$ cat config.mk
export PLATFORM = sky130hd
export DESIGN_NAME = dma2_ctrl
export DESIGN_NICKNAME = d
export VERILOG_FILES = /design/src/rtl/dma2_pkg.sv /design/src/rtl/dma2_chan.sv /design/src/rtl/dma2_arb.sv /design/src/rtl/dma2_xfer.sv /design/src/rtl/dma2_ctrl.sv
export SDC_FILE = /design/constraint.sdc
export NUM_CORES = 1
export LEC_CHECK = 0
export BUFFER_PORTS_ARGS = -buffer_cell sky130_fd_sc_hd__buf_2
export CORE_ASPECT_RATIO = 1.2
export CORE_MARGIN = 1
export CORE_UTILIZATION = 54
export DETAILED_ROUTE_END_ITERATION = 16
export PLACE_DENSITY = 0.73
export REMOVE_ABC_BUFFERS = 1
export SKIP_CTS_REPAIR_TIMING = 1
export SYNTH_ARGS = -nofsm -noshare
export SYNTH_HDL_FRONTEND = slang
export SYNTH_HIERARCHICAL = 1
export SYNTH_SLANG_ARGS = --single-unit
$ cat constraint.sdc
create_clock -name clk -period 3.85 [get_ports clk]
set_clock_uncertainty 0.2 [all_clocks]
set_input_delay 0.77 -clock clk [delete_from_list [all_inputs] [get_ports clk]]
set_output_delay 0.77 -clock clk [all_outputs]
set_load 0.02 [all_outputs]
$ cat src/rtl/dma2_pkg.sv
package dma2_pkg;

   typedef enum logic [1:0] {
      SZ_BYTE = 2'd0,
      SZ_HALF = 2'd1,
      SZ_WORD = 2'd2,
      SZ_RSVD = 2'd3
   } xsize_e;

   typedef enum logic [1:0] {
      ST_IDLE,
      ST_REQ,
      ST_RD,
      ST_WR
   } eng_st_e;

   localparam logic [2:0] F_SRC  = 3'd0;
   localparam logic [2:0] F_DST  = 3'd1;
   localparam logic [2:0] F_CNT  = 3'd2;
   localparam logic [2:0] F_CTL  = 3'd3;
   localparam logic [2:0] F_STS  = 3'd4;
   localparam logic [2:0] F_SWR  = 3'd5;
   localparam logic [2:0] F_MODE = 3'd7;

   // true when the size code is reserved or either address breaks alignment
   function automatic logic bad_align(input logic [1:0] sz,
                                      input logic [1:0] a,
                                      input logic [1:0] b);
      case (sz)
         SZ_BYTE: return 1'b0;
         SZ_HALF: return a[0] | b[0];
         SZ_WORD: return |{a, b};
         default: return 1'b1;
      endcase
   endfunction

endpackage

$ cat src/rtl/dma2_chan.sv
module dma2_chan
   import dma2_pkg::*;
#(
   parameter int AW    = 32,
   parameter int DW    = 32,
   parameter int CNT_W = 16
) (
   input  logic          clk,
   input  logic          rst_n,
   input  logic          wr_en,
   input  logic [2:0]    wr_field,
   input  logic [DW-1:0] wr_data,
   input  logic [2:0]    rd_field,
   output logic [DW-1:0] rd_data,
   input  logic          ext_req,
   input  logic          step,
   input  logic          fail,
   output logic [AW-1:0] src,
   output logic [AW-1:0] dst,
   output logic [1:0]    size,
   output logic          burst,
   output logic          pending,
   output logic          last,
   output logic          irq
);

   localparam int            RW   = CNT_W + 1;
   localparam logic [RW-1:0] FULL = RW'(1) << CNT_W;
   localparam logic [RW-1:0] ONE  = RW'(1);

   logic [AW-1:0] src_q, dst_q, inc;
   logic [RW-1:0] rem_q;
   logic [1:0]    size_q;
   logic          en_q, burst_q, ext_q, ien_q, done_q, err_q, sw_q;

   assign inc = AW'(3'd1 << size_q);

   always_ff @(posedge clk or negedge rst_n) begin
      if (!rst_n) begin
         src_q   <= '0;
         dst_q   <= '0;
         rem_q   <= '0;
         size_q  <= SZ_BYTE;
         en_q    <= 1'b0;
         burst_q <= 1'b0;
         ext_q   <= 1'b0;
         ien_q   <= 1'b0;
         done_q  <= 1'b0;
         err_q   <= 1'b0;
         sw_q    <= 1'b0;
      end else begin
         if (step) begin
            src_q <= src_q + inc;
            dst_q <= dst_q + inc;
            rem_q <= rem_q - ONE;
            if (rem_q == ONE) begin
               done_q <= 1'b1;
               sw_q   <= 1'b0;
            end
         end
         if (fail) begin
            err_q <= 1'b1;
            sw_q  <= 1'b0;
         end
         if (wr_en) begin
            case (wr_field)
               F_SRC: src_q <= wr_data[AW-1:0];
               F_DST: dst_q <= wr_data[AW-1:0];
               F_CNT: rem_q <= (wr_data[CNT_W-1:0] == '0) ? FULL
                                                          : {1'b0, wr_data[CNT_W-1:0]};
               F_CTL: begin
                  en_q    <= wr_data[0];
                  size_q  <= wr_data[2:1];
                  burst_q <= wr_data[3];
                  ext_q   <= wr_data[4];
                  ien_q   <= wr_data[5];
               end
               F_STS: begin
                  if (wr_data[0]) done_q <= 1'b0;
                  if (wr_data[1]) err_q  <= 1'b0;
               end
               F_SWR: if (wr_data[0]) sw_q <= 1'b1;
               default: ;
            endcase
         end
      end
   end

   always_comb begin
      case (rd_field)
         F_SRC:   rd_data = DW'(src_q);
         F_DST:   rd_data = DW'(dst_q);
         F_CNT:   rd_data = DW'(rem_q[CNT_W-1:0]);
         F_CTL:   rd_data = DW'({ien_q, ext_q, burst_q, size_q, en_q});
         F_STS:   rd_data = DW'({err_q, done_q});
         F_SWR:   rd_data = DW'(sw_q);
         default: rd_data = '0;
      endcase
   end

   assign src     = src_q;
   assign dst     = dst_q;
   assign size    = size_q;
   assign burst   = burst_q;
   assign last    = (rem_q == ONE);
   assign pending = en_q & ~done_q & ~err_q & (rem_q != '0) & (sw_q | (ext_q & ext_req));
   assign irq     = ien_q & (done_q | err_q);

endmodule

$ cat src/rtl/dma2_arb.sv
module dma2_arb #(
   parameter bit ROTATE_EN = 1'b1
) (
   input  logic       clk,
   input  logic       rst_n,
   input  logic [1:0] pend,
   input  logic       rotate,
   input  logic       served,
   input  logic       served_idx,
   output logic       gnt_valid,
   output logic       gnt_idx
);

   logic prefer1;

   generate
      if (ROTATE_EN) begin : g_rr
         logic last_q;
         always_ff @(posedge clk or negedge rst_n) begin
            if (!rst_n)      last_q <= 1'b1;
            else if (served) last_q <= served_idx;
         end
         assign prefer1 = rotate & ~last_q;
      end else begin : g_fixed
         assign prefer1 = 1'b0;
      end
   endgenerate

   assign gnt_valid = |pend;
   assign gnt_idx   = pend[1] & (~pend[0] | prefer1);

endmodule

$ cat src/rtl/dma2_xfer.sv
module dma2_xfer
   import dma2_pkg::*;
#(
   parameter int AW = 32,
   parameter int DW = 32
) (
   input  logic          clk,
   input  logic          rst_n,
   input  logic          gnt_valid,
   input  logic          gnt_idx,
   input  logic [AW-1:0] cur_src,
   input  logic [AW-1:0] cur_dst,
   input  logic [1:0]    cur_size,
   input  logic          cur_burst,
   input  logic          cur_last,
   output logic          view_idx,
   output logic          step,
   output logic          fail,
   output logic          bus_req,
   input  logic          bus_gnt,
   output logic          m_valid,
   output logic          m_we,
   output logic [AW-1:0] m_addr,
   output logic [1:0]    m_size,
   output logic [DW-1:0] m_wdata,
   input  logic [DW-1:0] m_rdata,
   input  logic          m_ack
);

   eng_st_e       state_q;
   logic          sel_q;
   logic [DW-1:0] data_q;
   logic          bad;

   assign bad      = bad_align(cur_size, cur_src[1:0], cur_dst[1:0]);
   assign view_idx = (state_q == ST_IDLE) ? gnt_idx : sel_q;
   assign fail     = (state_q == ST_IDLE) & gnt_valid & bad;
   assign step     = (state_q == ST_WR) & m_ack;

   always_ff @(posedge clk or negedge rst_n) begin
      if (!rst_n) begin
         state_q <= ST_IDLE;
         sel_q   <= 1'b0;
         data_q  <= '0;
      end else begin
         case (state_q)
            ST_IDLE: if (gnt_valid && !bad) begin
               sel_q   <= gnt_idx;
               state_q <= ST_REQ;
            end
            ST_REQ: if (bus_gnt) state_q <= ST_RD;
            ST_RD: if (m_ack) begin
               data_q  <= m_rdata;
               state_q <= ST_WR;
            end
            ST_WR: if (m_ack) begin
               state_q <= (cur_burst && !cur_last) ? ST_RD : ST_IDLE;
            end
            default: state_q <= ST_IDLE;
         endcase
      end
   end

   assign bus_req = (state_q != ST_IDLE);
   assign m_valid = (state_q == ST_RD) | (state_q == ST_WR);
   assign m_we    = (state_q == ST_WR);
   assign m_addr  = (state_q == ST_WR) ? cur_dst : cur_src;
   assign m_size  = cur_size;
   assign m_wdata = data_q;

endmodule

$ cat src/rtl/dma2_ctrl.sv
module dma2_ctrl
   import dma2_pkg::*;
#(
   parameter int AW        = 32,
   parameter int DW        = 32,
   parameter int CNT_W     = 16,
   parameter bit ROTATE_EN = 1'b1
) (
   input  logic          clk,
   input  logic          rst_n,
   input  logic          reg_we,
   input  logic [3:0]    reg_addr,
   input  logic [DW-1:0] reg_wdata,
   output logic [DW-1:0] reg_rdata,
   input  logic [1:0]    ext_req,
   output logic [1:0]    irq,
   output logic          bus_req,
   input  logic          bus_gnt,
   output logic          m_valid,
   output logic          m_we,
   output logic [AW-1:0] m_addr,
   output logic [1:0]    m_size,
   output logic [DW-1:0] m_wdata,
   input  logic [DW-1:0] m_rdata,
   input  logic          m_ack
);

   localparam int NCH = 2;

   generate
      if (AW < 3 || AW > DW)         begin : g_bad_aw  $error("AW must lie in 3..DW");   end
      if (CNT_W < 1 || CNT_W >= DW)  begin : g_bad_cnt $error("CNT_W must lie in 1..DW-1"); end
   endgenerate

   logic [AW-1:0] src_a [NCH];
   logic [AW-1:0] dst_a [NCH];
   logic [1:0]    size_a [NCH];
   logic [DW-1:0] rd_a [NCH];
   logic [NCH-1:0] burst_v, last_v, pend_v;
   logic          view_idx, eng_step, eng_fail, gnt_valid, gnt_idx;
   logic          rotate_q;

   always_ff @(posedge clk or negedge rst_n) begin
      if (!rst_n) rotate_q <= 1'b0;
      else if (reg_we && reg_addr[2:0] == F_MODE) rotate_q <= reg_wdata[0];
   end

   generate
      for (genvar c = 0; c < NCH; c++) begin : g_ch
         dma2_chan #(.AW(AW), .DW(DW), .CNT_W(CNT_W)) u_chan (
            .clk      (clk),
            .rst_n    (rst_n),
            .wr_en    (reg_we && reg_addr[3] == c[0] && reg_addr[2:0] != F_MODE),
            .wr_field (reg_addr[2:0]),
            .wr_data  (reg_wdata),
            .rd_field (reg_addr[2:0]),
            .rd_data  (rd_a[c]),
            .ext_req  (ext_req[c]),
            .step     (eng_step && view_idx == c[0]),
            .fail     (eng_fail && view_idx == c[0]),
            .src      (src_a[c]),
            .dst      (dst_a[c]),
            .size     (size_a[c]),
            .burst    (burst_v[c]),
            .pending  (pend_v[c]),
            .last     (last_v[c]),
            .irq      (irq[c])
         );
      end
   endgenerate

   assign reg_rdata = (reg_addr[2:0] == F_MODE) ? DW'(rotate_q) : rd_a[reg_addr[3]];

   dma2_arb #(.ROTATE_EN(ROTATE_EN)) u_arb (
      .clk        (clk),
      .rst_n      (rst_n),
      .pend       (pend_v),
      .rotate     (rotate_q),
      .served     (eng_step),
      .served_idx (view_idx),
      .gnt_valid  (gnt_valid),
      .gnt_idx    (gnt_idx)
   );

   dma2_xfer #(.AW(AW), .DW(DW)) u_xfer (
      .clk       (clk),
      .rst_n     (rst_n),
      .gnt_valid (gnt_valid),
      .gnt_idx   (gnt_idx),
      .cur_src   (src_a[view_idx]),
      .cur_dst   (dst_a[view_idx]),
      .cur_size  (size_a[view_idx]),
      .cur_burst (burst_v[view_idx]),
      .cur_last  (last_v[view_idx]),
      .view_idx  (view_idx),
      .step      (eng_step),
      .fail      (eng_fail),
      .bus_req   (bus_req),
      .bus_gnt   (bus_gnt),
      .m_valid   (m_valid),
      .m_we      (m_we),
      .m_addr    (m_addr),
      .m_size    (m_size),
      .m_wdata   (m_wdata),
      .m_rdata   (m_rdata),
      .m_ack     (m_ack)
   );

endmodule

==> metrics.md <==
| Metric | Value |
|---|---|
| H-tree depth | `1` |
| Die area | `29600 um2` |
| Outcome | `finished with violations` |
| Post-synth EDFFs | `0` |
| Fraction of layout cells with a size suffix above 1 | `30.0%` |
| FF+latch count, synth | `217` |
| CTS tree | `built` |
| Placed Area | `17300 um2` |
| Initial DRC count | `1372` |
| Core box area | `28200 um2` |
| Worst skew pair latency | `0.53 ns` |
| Initial antenna violation count | `0` |
| PD cells | `675 nW/um2` |
| Layout area overhead | `23.4%` |
| Crit Path Class | `reg2out` |
| Worst reg-to-reg setup slack | `-0.29 ns` |
| First-pass GRT wire length | `76.7 mm` |
| Detailed Place HPWL | `35.6 mm` |
| Fin nets | `2003` |
| Worst R2R End | `g_ch[1].u_chan/dst[24]` |
| Drt wl/cell | `22.8 um` |
| Fmax | `0.222 GHz` |
| # DRC | `0` |
| Dominant register cell in the synthesized netlist | `dfrtp_1` |
| Max Slew Vio Count | `0` |
| Final setup vio count | `72` |
| Worst hold-check path type | `in2async` |
| Tmin final | `4.51 ns` |
| Leak | `8.29 nW` |
| Clk root buf | `clkbuf_16` |
| Final Wtd Congestion | `0.935` |
| Slew @ Worst Pin | `1.07 ns` |
| Fin area | `19200 um2` |
| Via count | `14.4k` |
| DIE WIDTH | `157 um` |
| Worst Path Max Fanout | `8` |
| Maxcap violations | `0` |
| YS warnings | `6` |
| Clk pin slew, worst setup/hold paths | `0.06 ns` |
| Starting Density | `55.4%` |
| Gr ovfl total | `0` |
| Final WL | `52.6 mm` |
| Pre-antenna DRT Iters | `6` |
| Top cells by area, synth | `dfrtp_1 35%, mux2_4 6.5%, mux2i_1 6.4%, xnor2_1 5.7%, nand2_1 4.9%` |
| Via density | `6.23` |
| Synthesized cell area | `15600 um2` |
| Synth async-reset ratio | `100%` |
| # diodes | `0` |
| Row cnt | `67` |
| Die height | `188 um` |
| Max clock buf depth | `3` |
| CP Data Arrival Time | `3.54 ns` |
| Reg2Reg Depth | `16` |
| Global-route usage over all layers | `33.7%` |
| Top cell type's share of synthesized area | `34.6%` |
| Fin util | `68.3%` |
| Rel. slew slack | `28.3%` |
| RSZ-0062 raised after global routing | `yes` |
| Port bufs | `177` |
| Final ANT Viol Nets | `0` |
| Largest net degree at the start of global routing | `83` |
| Worst EP required | `2.88 ns` |
| CP Launch Type | `flop` |
| CTS Sinks | `217` |
| Syn_area_per_cell | `9.28 um2` |
| Num CTS Buffers | `24` |
| Period utilization | `117%` |
| Vias in the first global route | `13.8k` |
| Failing checks | `setup timing` |
| IR drop worst, VDD | `0.522 mV` |
| Area leader, netlist | `dfrtp_1` |
| I/O Pins | `178` |
| Register area share after synthesis | `34.8%` |
| Hold Vio Cnt, Final | `0` |
| Worst Setup Slack, final | `-0.658 ns` |
| Worst r2r src | `g_ch[0].u_chan/rem_q[14]` |
| CP Capture Type | `output port` |
| Synth Instances | `1681` |
| Synth cell types | `79` |
| Setup tns final | `-24.66 ns` |
-- cell usage after synthesis (27+ instances only) --
cell / count
nand2_1: 203
o21ai_1: 27
mux2_4: 68
xor2_1: 56
xnor2_1: 101
dfrtp_1: 216
mux2i_1: 100
clkbuf_1: 55
mux2_1: 57
nand4_1: 32
nor3_1: 44
o21ai_0: 98
a21oi_1: 71
nor2_1: 195
-- critical path, cell delays in order (launching register included) --
cell,delay (ns)
dfrtp_1,0.39
or3_4,0.41
nor4_4,0.32
and3_4,0.26
a21oi_4,0.07
a21boi_4,0.21
mux2_4,0.25
buf_12,0.17
clkbuf_16,0.19
mux2_4,0.30
mux2_4,0.29
buf_6,0.13
-- kinds of logic (layout without fill, tap and decap cells) --
family | after synthesis | count (layout) | share of synthesized area (%)
multiplexers | 260 | 261 | 20.2
flip-flops | 217 | 217 | 34.8
adder cells (fa/ha/maj) | 22 | 22 | 1.72
XOR/XNOR | 157 | 157 | 8.81
buffers and inverters | 125 | 368 | 4.45
AO/OA/AOI/OAI | 249 | 249 | 9.27
AND/OR/NAND/NOR | 651 | 652 | 20.7
-- power breakdown --
group | leakage, nW | total (mW) | internal, mW | switching, mW
logic | 5.23 | 6.47 | 3.19 | 3.28
registers | 2.66 | 4.11 | 3.04 | 1.07
clock network | 0.407 | 2.42 | 1.44 | 0.987
-- sequential cells by signal (all words and copies together) (netlist names) --
signal              count
g_ch.u_chan/burst       2
g_ch.u_chan/done_q      2
g_ch.u_chan/src        64
u_xfer/sel_q            1
g_ch.u_chan/ien_q       2
u_arb/g_rr.last_q       1
g_ch.u_chan/rem_q      34
g_ch.u_chan/sw_q        2
g_ch.u_chan/size        4
g_ch.u_chan/en_q        2
g_ch.u_chan/err_q       2
u_xfer/m_wdata         32
g_ch.u_chan/ext_q       2
g_ch.u_chan/dst        64
u_xfer/state_q          2
rotate_q                1
-- routing by layer --
layer / GRT usage [%] / wire, um
met1: 41.7 / 19400
met2: 57.1 / 25900
met3: 4.12 / 4060
met4: 17.8 / 3150
met5: 0 / 0
-- worst max-delay path by stage --
stage | from | endpoint | slack, ns | cells past startpoint
2_1_floorplan | ext_req[0] | g_ch[0].u_chan/dst[28] | -1.74 | 12
3_3_place_gp | ext_req[0] | g_ch[1].u_chan/err_q | -0.29 | 14
3_5_place_dp | ext_req[0] | g_ch[1].u_chan/err_q | -0.31 | 14
4_1_cts | g_ch[0].u_chan/rem_q[14] | m_addr[28] | -0.64 | 10
5_1_grt | g_ch[0].u_chan/rem_q[12] | m_addr[2] | -0.70 | 11
6_report | g_ch[0].u_chan/rem_q[14] | m_addr[7] | -0.66 | 11
-- cell usage in the layout, fill, tap and decap left out, types with 12 or more instances in the layout --
cell         n
dfrtp_1    216
nand2_1    198
nor2_1     192
buf_2      148
xnor2_1    101
buf_4      101
mux2i_1    100
mux2_4      98
o21ai_0     90
a21oi_1     70
xor2_1      56
o21ai_1     35
buf_6       33
mux2_1      33
nand4_1     32
nor3_1      32
clkbuf_16   31
nand3_1     24
mux2_2      21
inv_1       19
and3_1      18
ha_1        18
and2_1      15
buf_12      15
nor4_4      13
nor2b_1     12
nor3_2      12
nor4_2      12
-- per-stage QoR --
step	setup slack, ns	instances	power (mW)	hold WS, ns
after floorplan	-1.74	1575	7.44	0.274
after global placement	-0.293	2239	9.33	0.268
after detailed placement	-0.308	2239	9.51	0.277
after CTS	-0.645	2281	11.9	0.0795
after global routing	-0.697	2305	13.6	0.0980
final	-0.658	2305	13.0	0.0436
-- layout make-up --
cell class / count / area (um2)
multi-input cells: 1341 / 10100
fillers: 2189 / 8920
flip-flops and latches: 217 / 5430
repair buffers: 307 / 2390
clock buffers: 31 / 678
well taps: 379 / 474
clock inverters: 11 / 130
inverters: 19 / 71.3
Power figures use the tool's default switching activity.
